===== config.mk =====
export PLATFORM = sky130hd
export DESIGN_NAME = spi_ftrk_top
export DESIGN_NICKNAME = d
export VERILOG_FILES = /design/src/rtl/spi_ftrk_pkg.sv /design/src/rtl/spi_ftrk_level.sv /design/src/rtl/spi_ftrk_dp.sv /design/src/rtl/spi_ftrk_ctrl.sv /design/src/rtl/spi_ftrk_top.sv
export SDC_FILE = /design/constraint.sdc
export NUM_CORES = 1
export LEC_CHECK = 0
export ABC_AREA = 1
export BUFFER_PORTS_ARGS = -buffer_cell sky130_fd_sc_hd__buf_2
export CELL_PAD_IN_SITES_DETAIL_PLACEMENT = 1
export CELL_PAD_IN_SITES_GLOBAL_PLACEMENT = 2
export CORE_MARGIN = 5
export CORE_UTILIZATION = 29
export CTS_BUF_LIST = sky130_fd_sc_hd__clkbuf_4
export CTS_CLUSTER_SIZE = 14
export DETAILED_ROUTE_END_ITERATION = 7
export PLACE_DENSITY = 0.79
export RECOVER_POWER = 100
export SLEW_MARGIN = 5
export SYNTH_ARGS = -nofsm -noshare
export SYNTH_HDL_FRONTEND = slang
export SYNTH_SLANG_ARGS = --single-unit
export TNS_END_PERCENT = 50

===== constraint.sdc =====
create_clock -name clk -period 2.2 [get_ports clk]
set_input_delay 0.22 -clock clk [delete_from_list [all_inputs] [get_ports clk]]
set_output_delay 0.22 -clock clk [all_outputs]
set_load 0.02 [all_outputs]

===== src/rtl/spi_ftrk_pkg.sv =====
package spi_ftrk_pkg;

  typedef struct packed {
    logic txInc;
    logic txDec;
    logic rxInc;
    logic rxDec;
  } lvlStrobe_t;

  localparam int unsigned EVT_NUM  = 3;
  localparam int unsigned EVT_TXAE = 0;
  localparam int unsigned EVT_RXAF = 1;
  localparam int unsigned EVT_EOW  = 2;

  localparam logic [2:0] ADDR_THRESH = 3'd0;
  localparam logic [2:0] ADDR_WCNT   = 3'd1;
  localparam logic [2:0] ADDR_STATUS = 3'd2;
  localparam logic [2:0] ADDR_ENABLE = 3'd3;
  localparam logic [2:0] ADDR_LEVEL  = 3'd4;

endpackage


===== src/rtl/spi_ftrk_level.sv =====
module spi_ftrk_level #(
  parameter int DEPTH = 16,
  localparam int LVL_W = $clog2(DEPTH + 1)
) (
  input  logic             clk,
  input  logic             rstN,
  input  logic             inc,
  input  logic             dec,
  output logic [LVL_W-1:0] level,
  output logic             full,
  output logic             empty
);

  assign full  = (level == LVL_W'(DEPTH));
  assign empty = (level == '0);

  always_ff @(posedge clk) begin
    if (!rstN) begin
      level <= '0;
    end else begin
      case ({inc, dec})
        2'b10:   level <= level + LVL_W'(1);
        2'b01:   level <= level - LVL_W'(1);
        default: level <= level;
      endcase
    end
  end

  AST_LEVEL_BOUND: assert property (@(posedge clk) disable iff (!rstN)
    level <= LVL_W'(DEPTH));
  AST_NO_INC_FULL: assert property (@(posedge clk) disable iff (!rstN)
    full |-> !inc);
  AST_NO_DEC_EMPTY: assert property (@(posedge clk) disable iff (!rstN)
    empty |-> !dec);

endmodule


===== src/rtl/spi_ftrk_dp.sv =====
module spi_ftrk_dp
  import spi_ftrk_pkg::*;
#(
  parameter int DEPTH = 16,
  localparam int LVL_W = $clog2(DEPTH + 1)
) (
  input  logic             clk,
  input  logic             rstN,
  input  lvlStrobe_t       strobe,
  input  logic [7:0]       aeThresh,
  input  logic [7:0]       afThresh,
  output logic [LVL_W-1:0] txLevel,
  output logic [LVL_W-1:0] rxLevel,
  output logic             txFull,
  output logic             txEmpty,
  output logic             rxFull,
  output logic             rxEmpty,
  output logic             txWantData,
  output logic             rxHasData
);

  localparam int CMP_W = 10;

  logic [1:0]             incV, decV, fullV, emptyV;
  logic [1:0][LVL_W-1:0]  lvlV;

  assign incV = {strobe.rxInc, strobe.txInc};
  assign decV = {strobe.rxDec, strobe.txDec};

  for (genvar side = 0; side < 2; side++) begin : g_side
    spi_ftrk_level #(.DEPTH(DEPTH)) u_level (
      .clk   (clk),
      .rstN  (rstN),
      .inc   (incV[side]),
      .dec   (decV[side]),
      .level (lvlV[side]),
      .full  (fullV[side]),
      .empty (emptyV[side])
    );
  end

  assign txLevel = lvlV[0];
  assign rxLevel = lvlV[1];
  assign txFull  = fullV[0];
  assign rxFull  = fullV[1];
  assign txEmpty = emptyV[0];
  assign rxEmpty = emptyV[1];

  logic [CMP_W-1:0] txFree, aeNeed, afNeed;
  assign txFree = CMP_W'(DEPTH) - CMP_W'(txLevel);
  assign aeNeed = CMP_W'(aeThresh) + CMP_W'(1);
  assign afNeed = CMP_W'(afThresh) + CMP_W'(1);

  assign txWantData = (txFree >= aeNeed);
  assign rxHasData  = (CMP_W'(rxLevel) >= afNeed);

  AST_RDREQ_HAS_BYTES: assert property (@(posedge clk) disable iff (!rstN)
    rxHasData |-> !rxEmpty);
  AST_WRREQ_HAS_ROOM: assert property (@(posedge clk) disable iff (!rstN)
    txWantData |-> !txFull);

endmodule


===== src/rtl/spi_ftrk_ctrl.sv =====
module spi_ftrk_ctrl
  import spi_ftrk_pkg::*;
#(
  parameter int DEPTH = 16,
  localparam int LVL_W = $clog2(DEPTH + 1)
) (
  input  logic             clk,
  input  logic             rstN,
  input  logic             regWrEn,
  input  logic [2:0]       regAddr,
  input  logic [31:0]      regWrData,
  output logic [31:0]      regRdData,
  input  logic             txPush,
  input  logic             txPop,
  input  logic             rxPush,
  input  logic             rxPop,
  input  logic             wordDone,
  input  logic             chanEn,
  input  logic             txFull,
  input  logic             txEmpty,
  input  logic             rxFull,
  input  logic             rxEmpty,
  input  logic [LVL_W-1:0] txLevel,
  input  logic [LVL_W-1:0] rxLevel,
  input  logic             txWantData,
  input  logic             rxHasData,
  output lvlStrobe_t       strobe,
  output logic [7:0]       aeThresh,
  output logic [7:0]       afThresh,
  output logic             irq
);

  logic [15:0]        wcntProg;
  logic [15:0]        wordIdx;
  logic [EVT_NUM-1:0] status;
  logic [EVT_NUM-1:0] irqEnable;
  logic [1:0]         condPrev;
  logic [EVT_NUM-1:0] evtSet;
  logic [EVT_NUM-1:0] clrMask;
  logic               eowHit;
  logic               wrThresh, wrWcnt, wrStatus, wrEnable;
  logic               unusedWrBits;

  assign unusedWrBits = ^regWrData[31:16];

  assign strobe.txInc = txPush & ~txFull;
  assign strobe.txDec = txPop  & ~txEmpty;
  assign strobe.rxInc = rxPush & ~rxFull;
  assign strobe.rxDec = rxPop  & ~rxEmpty;

  assign wrThresh = regWrEn && (regAddr == ADDR_THRESH);
  assign wrWcnt   = regWrEn && (regAddr == ADDR_WCNT);
  assign wrStatus = regWrEn && (regAddr == ADDR_STATUS);
  assign wrEnable = regWrEn && (regAddr == ADDR_ENABLE);

  always_ff @(posedge clk) begin
    if (!rstN) begin
      aeThresh  <= '0;
      afThresh  <= '0;
      wcntProg  <= '0;
      irqEnable <= '0;
    end else begin
      if (wrThresh) begin
        aeThresh <= regWrData[7:0];
        afThresh <= regWrData[15:8];
      end
      if (wrWcnt)   wcntProg  <= regWrData[15:0];
      if (wrEnable) irqEnable <= regWrData[EVT_NUM-1:0];
    end
  end

  assign eowHit = chanEn && wordDone && (wcntProg != '0) &&
                  (wordIdx == wcntProg - 16'd1);

  always_ff @(posedge clk) begin
    if (!rstN || !chanEn) begin
      wordIdx <= '0;
    end else if (wordDone && (wcntProg != '0)) begin
      wordIdx <= eowHit ? '0 : wordIdx + 16'd1;
    end
  end

  always_comb begin
    evtSet           = '0;
    evtSet[EVT_TXAE] = txWantData & ~condPrev[0];
    evtSet[EVT_RXAF] = rxHasData  & ~condPrev[1];
    evtSet[EVT_EOW]  = eowHit;
    clrMask          = wrStatus ? regWrData[EVT_NUM-1:0] : '0;
  end

  always_ff @(posedge clk) begin
    if (!rstN) begin
      condPrev <= '0;
      status   <= '0;
      irq      <= 1'b0;
    end else begin
      condPrev <= {rxHasData, txWantData};
      status   <= (status & ~clrMask) | evtSet;
      irq      <= |(status & irqEnable);
    end
  end

  always_comb begin
    regRdData = '0;
    case (regAddr)
      ADDR_THRESH: regRdData[15:0] = {afThresh, aeThresh};
      ADDR_WCNT:   regRdData[15:0] = chanEn ? wordIdx : wcntProg;
      ADDR_STATUS: regRdData[EVT_NUM-1:0] = status;
      ADDR_ENABLE: regRdData[EVT_NUM-1:0] = irqEnable;
      ADDR_LEVEL: begin
        regRdData[8:0]   = 9'(txLevel);
        regRdData[24:16] = 9'(rxLevel);
      end
      default: regRdData = '0;
    endcase
  end

  AST_STATUS_STICKY: assert property (@(posedge clk) disable iff (!rstN)
    !wrStatus |=> ((status & $past(status)) == $past(status)));
  AST_EOW_WRAP: assert property (@(posedge clk) disable iff (!rstN)
    eowHit |=> (wordIdx == '0) && status[EVT_EOW]);
  AST_IDX_IDLE: assert property (@(posedge clk) disable iff (!rstN)
    !chanEn |=> (wordIdx == '0));
  AST_IRQ_ENABLED: assert property (@(posedge clk) disable iff (!rstN)
    irq |-> ($past(irqEnable) != '0));

endmodule


===== src/rtl/spi_ftrk_top.sv =====
module spi_ftrk_top
  import spi_ftrk_pkg::*;
#(
  parameter int DEPTH = 16
) (
  input  logic        clk,
  input  logic        rstN,
  input  logic        regWrEn,
  input  logic [2:0]  regAddr,
  input  logic [31:0] regWrData,
  output logic [31:0] regRdData,
  input  logic        txPush,
  input  logic        txPop,
  input  logic        rxPush,
  input  logic        rxPop,
  input  logic        wordDone,
  input  logic        chanEn,
  output logic        txFull,
  output logic        txEmpty,
  output logic        rxFull,
  output logic        rxEmpty,
  output logic        dmaRdReq,
  output logic        dmaWrReq,
  output logic        irq
);

  localparam int LVL_W = $clog2(DEPTH + 1);

  initial begin
    AST_DEPTH_LEGAL: assert (DEPTH == 16 || DEPTH == 32 || DEPTH == 64 ||
                             DEPTH == 128 || DEPTH == 256);
  end

  lvlStrobe_t       strobe;
  logic [7:0]       aeThresh, afThresh;
  logic [LVL_W-1:0] txLevel, rxLevel;
  logic             txWantData, rxHasData;

  spi_ftrk_ctrl #(.DEPTH(DEPTH)) u_ctrl (
    .clk        (clk),
    .rstN       (rstN),
    .regWrEn    (regWrEn),
    .regAddr    (regAddr),
    .regWrData  (regWrData),
    .regRdData  (regRdData),
    .txPush     (txPush),
    .txPop      (txPop),
    .rxPush     (rxPush),
    .rxPop      (rxPop),
    .wordDone   (wordDone),
    .chanEn     (chanEn),
    .txFull     (txFull),
    .txEmpty    (txEmpty),
    .rxFull     (rxFull),
    .rxEmpty    (rxEmpty),
    .txLevel    (txLevel),
    .rxLevel    (rxLevel),
    .txWantData (txWantData),
    .rxHasData  (rxHasData),
    .strobe     (strobe),
    .aeThresh   (aeThresh),
    .afThresh   (afThresh),
    .irq        (irq)
  );

  spi_ftrk_dp #(.DEPTH(DEPTH)) u_dp (
    .clk        (clk),
    .rstN       (rstN),
    .strobe     (strobe),
    .aeThresh   (aeThresh),
    .afThresh   (afThresh),
    .txLevel    (txLevel),
    .rxLevel    (rxLevel),
    .txFull     (txFull),
    .txEmpty    (txEmpty),
    .rxFull     (rxFull),
    .rxEmpty    (rxEmpty),
    .txWantData (txWantData),
    .rxHasData  (rxHasData)
  );

  assign dmaRdReq = rxHasData;
  assign dmaWrReq = txWantData;

endmodule


# After elaboration in Yosys (flattened, before gate mapping)
# Index checks and enable logic that the tools add are counted.
# totals
ff_bits	67
latchBits	0
mem_bits_rw	0
romBits	0
output_inout_bits	39
elab_cells	75
memories	0
# classes
addsub	9
multipliers	0
n_div	0
n_lt_le_gt_ge	2
n_eq_ne	11
n_shift	0
n_mux	9
bitwise	16
n_reduce_logical	18
# op_table
operator	n
$mux W16	2
$pmux W5 S2	2
$add A8 B1 Y9 const B	2
$pmux W6 S3	1
$add A16 B1 Y16 const B	1
$eq A16 B16 Y1	1
$reduce_bool A16 Y1	1
$sub A16 B1 Y16 const B	1
$pmux W3 S5	1
$pmux W7 S2	1
$add A5 B1 Y5 const B	2
$eq A5 B5 Y1 const B	2
$ge A10 B10 Y1	1
$ge A5 B10 Y1	1
$logic_not A5 Y1	2
$sub A5 B1 Y5 const B	2
$logic_and A1 B1 Y1	8
$and A1 B1 Y1	6
$and A3 B3 Y3	2
$eq A3 B2 Y1 const B	2
$not A1 Y1	6
$sub A5 B5 Y6 const A	1
$mux W5	1
$eq A2 B1 Y1 const B	2
11 further kinds	14

# Depth between registers and ports, before layout
# depth
word_depth	6
depth_mapped	16
ltp_nobuf	16

# Modules after synthesis
# From an unflattened synthesis, not the netlist that was laid out.
# unflattened
cells_unflattened	749
hier_area_um2	4787.1
# by_module_without_submodules
mod	instances	cells_per_inst	area_per_inst_um2
spi_ftrk_ctrl	1	530	3405.8
spi_ftrk_level	2	64	412.9
spi_ftrk_dp	1	91	555.5

# Worst setup path before layout
# Ideal clock, no wire load.
# synth_path
path_type	register -> register
start	register u_dp.g_side[0].u_level.level[0]
end	register u_dp.g_side[0].u_level.level[4]
setup_ns	0.131
arrival_time_ns	2.478
t_required_ns	2.069
slack_ns	-0.410
path_stages_with_launch	16
path_buffers	0
period_less_slack_ns	2.610
path_cell_list	dfxtp_1 inv_1 ha_1 nand2_1 nor2_1 ha_1 nor2_1 ha_1 ha_1 nand2_1 nor2_1 a211oi_1 o21ai_0 a21oi_1 nand2_1 nor3b_1
# synth_between
elab_chain_cells	5
word_cells_on_any_way	12
cone_classes	2 x add/sub; 3 x eq/ne; 1 x mux; 4 x bitwise; 2 x reduce/logical
# synth_rtl
element	line	text
from (decl)	spi_ftrk_level.sv:9	output logic [LVL_W-1:0] level,
from (signal assigned)	spi_ftrk_level.sv:22	2'b10: level <= level + LVL_W'(1);
from (signal assigned)	spi_ftrk_level.sv:23	2'b01: level <= level - LVL_W'(1);
from (signal assigned)	spi_ftrk_level.sv:24	default: level <= level;
$logic_not A5 Y1 (*)	spi_ftrk_level.sv:15	assign empty = (level == '0);
via txEmpty	spi_ftrk_top.sv:19	output logic txEmpty,
$not A1 Y1 (*)	spi_ftrk_ctrl.sv:47	assign strobe.txDec = txPop & ~txEmpty;
$and A1 B1 Y1 (*)	spi_ftrk_ctrl.sv:47	
$eq A2 B1 Y1 or $eq A2 B2 Y1 (tied branches)	spi_ftrk_level.sv:21	case ({inc, dec})
$pmux W5 S2 or $reduce_bool A2 Y1 (tied branches)	--	
# Mark *: on every way through the listed nets, which the timed path passes. The rest lies on a longest branch.
# A chain may end at the register's enable or synchronous reset.

# Worst setup path after layout
# layout_path
start	register u_dp.g_side[0].u_level.level[0]
end	output port dmaWrReq
# layout_between
elab_chain_cells	2
# layout_rtl
element	line	text
$sub A5 B5 Y6	spi_ftrk_dp.sv:50	assign txFree = CMP_W'(DEPTH) - CMP_W'(txLevel);
$ge A10 B10 Y1	spi_ftrk_dp.sv:54	assign txWantData = (txFree >= aeNeed);
to (decl)	spi_ftrk_top.sv:23	output logic dmaWrReq,
# No other way between the ends.

==> qor.csv <==
stage;metric;value;unit
logic_synthesis;synth_top_area_share;29.1;%
sta;setup_viol;6;
sta;fmaxAchievable;393;MHz
logic_synthesis;syn_inst;680;
die;core-area;15700;µm²
die;fp.dieArea;18500;µm²
die;fp-row-count;46;
setup_path;startpoint_type;flip-flop;
logic_synthesis;synth_area;4600;µm²
sta;slew_headroom;34.2;%
layout;final_cell_area;5740;µm²
logic_synthesis;ys_types;43;
layout;drive_gt1_share;24.1;%
die;boundaryPins;83;
hold_path;holdCritPathClass;input port to flip-flop;
die;start_util;29.3;%
sta;hold_violations;0;
layout;area_delta_synth_final;24.7;%
global_route;grt_pass1_vias;4771;
logic_synthesis;ys.flop_type;dfxtp_1;
placement;dp_hpwl;12.6;mm
layout;fin_nets;846;
setup_path;path_class;flip-flop to output pin;
run_status;violations;setup timing;
placement;io_buffers;55;
global_route;grt_max_degree;30;
routing;drt-pass1-iter-count;4;
setup_path;required;1.98;ns
layout;diodes;0;
placement;pre_cts_ws;-0.174;ns
setup_path;arrival;2.32;ns
clock_tree;cts_tree;done;
die;die_y;136;µm
routing;final_antenna_net_count;0;
setup_path;endpoint_kind;output pin;
run;cap_violations;0;
logic_synthesis;synth_edf_count;0;
routing;wl;15.7;mm
clock_tree;cts_root_buffer;clkbuf_4;
die;die_w;136;µm
logic_synthesis;async_reset_ff_share;0;%
clock_tree;numClockSinks;67;
run_status;outcome;finished with violations;
global_route;track_usage;17.1;%
logic_synthesis;synth-seq-area-share;29.1;%
power_and_ir_drop;power;5.10;mW
routing;route.detailed.drc;0;
power_and_ir_drop;p_leak;2.44;nW
logic_synthesis;avgSynthCellArea;6.77;µm²
global_route;grt_overflow;0;
logic_synthesis;synth.area.top_cells;dfxtp_1 (29%), nand2_1 (10%), o21ai_0 (8.4%), inv_1 (7.9%), ha_1 (7.1%);
sta;period_minus_slack;2.54;ns
routing;via_per_inst;4.67;
routing;wl_per_cell;15.8;µm
clock_tree;cts-buffers-inserted;9;
sta;finClkSkew;0.0164;ns
sta;finalCritPeriodShare;116;%
sta;fin_hold_ws;0.0881;ns
global_route;antenna_found_initial;0;
placement;gp_congestion;0.868;
routing;drtIter0Drc;167;
sta;rsz0062_at_grt;yes;
logic_synthesis;ys_seq_elements;67;
power_and_ir_drop;ir_drop;0.453;mV
logic_synthesis;yosys_warnings;0;
power_and_ir_drop;power_density;888;nW/µm²
sta;finalWorstSetupSlack;-0.342;ns
sta;slew_viol_final;0;
clock_tree;ctsHtreeMaxLevel;3;
clock_tree;cts_buffer_depth;2;
clock_tree;insertion_delay;0.45;ns
setup_path;cp_max_fo;4;
routing;vias;4643;
global_route;grt_pass1_wl;24.8;mm
clock_tree;path_clk_slew;0.12;ns
sta;tightest_slew;0.987;ns
placement;place_area;5400;µm²
logic_synthesis;synth_top_area_cell;dfxtp_1;
## routing by layer
layer | wire [µm] | up-vias | global-route usage [%]
li1 | - | 2372 | -
met1 | 7000 | 2203 | 21.1
met2 | 8070 | 53 | 30.7
met3 | 398 | 15 | 2.33
met4 | 212 | 0 | 4.87
met5 | 0 | - | 0
## Yosys cell counts, types with 11 or more instances
cell type / count
ha_1: 26
buf_4: 11
o21ai_0: 77
a21oi_1: 53
clkbuf_1: 12
xor2_1: 21
nand3_1: 35
nor2_2: 17
inv_1: 97
nor2_1: 58
dfxtp_1: 67
nand2_1: 128
## state kept, by name (all words and copies together) (netlist names)
name and flops:
u_ctrl.aeThresh 8, u_ctrl.afThresh 8, u_ctrl.condPrev 2, u_ctrl.irq 1, u_ctrl.irqEnable 3, u_ctrl.status 3, u_ctrl.wcntProg 16, u_ctrl.wordIdx 16
u_dp.g_side.u_level.level 10
## critical path: stages, from the launching register on
cell and delay [ns]:
dfxtp_4 0.38, inv_4 0.06, ha_4 0.12, nand2_2 0.05
nor2_4 0.14, ha_4 0.22, inv_4 0.05, ha_4 0.19
a21o_1 0.15, a21oi_1 0.11, o21ai_1 0.08, nand3_1 0.09
nand2_2 0.09, buf_6 0.14
## worst paths after layout
check	from	to	slack, ns	depth (start not counted)
min reg2reg	u_ctrl.condPrev[1]$_SDFF_PN0_	u_ctrl.status[1]$_SDFF_PN0_	0.43	1
min	regWrData[1]	u_ctrl.irqEnable[1]$_SDFFE_PN0P_	0.09	3
max	u_dp.g_side[0].u_level.level[0]$_SDFFE_PN0P_	dmaWrReq	-0.34	13
max reg2reg	u_dp.g_side[0].u_level.level[0]$_SDFFE_PN0P_	u_dp.g_side[0].u_level.level[4]$_SDFFE_PN0P_	-0.27	17
## stage by stage
| step | std cells | setup TNS (ns) | utilization [%] |
|---|---|---|---|
| detailed placement | 970 | -0.392 | 34.4 |
| finish | 995 | -0.912 | 36.6 |
| global route | 995 | -2.34 | 36.6 |
| floorplan | 690 | -0.0517 | - |
| CTS | 990 | -0.857 | 35.8 |
| global placement | 970 | -0.0792 | 34.4 |
## report_power, final
group | switching [mW] | internal (mW)
sequential | 0.108 | 1.36
clock | 0.488 | 0.233
combinational | 1.59 | 1.32
total | 2.19 | 2.91
## cell usage in the layout (no fill, tap or decap), types with 4 or more instances in the layout
cell / Yosys / final
nand2_1: 128 / 123
inv_1: 97 / 85
o21ai_0: 77 / 68
dfxtp_1: 67 / 58
nor2_1: 58 / 53
a21oi_1: 53 / 50
buf_4: 11 / 40
buf_2: 2 / 37
nand3_1: 35 / 33
nor2_2: 17 / 21
xor2_1: 21 / 20
clkbuf_1: 12 / 18
ha_1: 26 / 15
inv_2: 2 / 11
ha_4: 0 / 11
conb_1: 1 / 11
xnor2_1: 10 / 10
clkbuf_4: 0 / 10
o22ai_1: 9 / 9
nand2_2: 4 / 8
o21ai_1: 0 / 8
dfxtp_2: 0 / 7
clkinv_1: 3 / 5
nand4_1: 5 / 5
nor2_4: 4 / 5
nor3_1: 4 / 4
a211oi_2: 0 / 4
buf_6: 1 / 4
## area by class of cell
class / count / area [µm²]
multi-input cells: 494 / 3010
clock buffers: 10 / 75.1
clock inverters: 6 / 32.5
inverters: 102 / 390
flip-flops and latches: 67 / 1360
well taps: 216 / 270
repair buffers: 100 / 603
fillers: 2049 / 9970
## logic make-up after synthesis
group	after synthesis	synth area share [%]
buffers and inverters	130	12.1
AND/OR/NAND/NOR	265	25.8
multiplexers	1	0.217
XOR/XNOR	32	6.44
AO/OA/AOI/OAI	156	18.3
other	1	0.0814
flip-flops	67	29.1
adder cells (fa/ha/maj)	28	7.93
## timing repair
action                                 in CTS  in global routing
hold buffers                                0                  0
gates cloned                                0                  1
endpoints found under the hold margin       0                  0
pin swaps                                  14                 22
setup endpoints to repair                   7                 25
buffers inserted                            4                  4
gates resized for setup                    26                 38
Power figures use the tool's default switching activity.
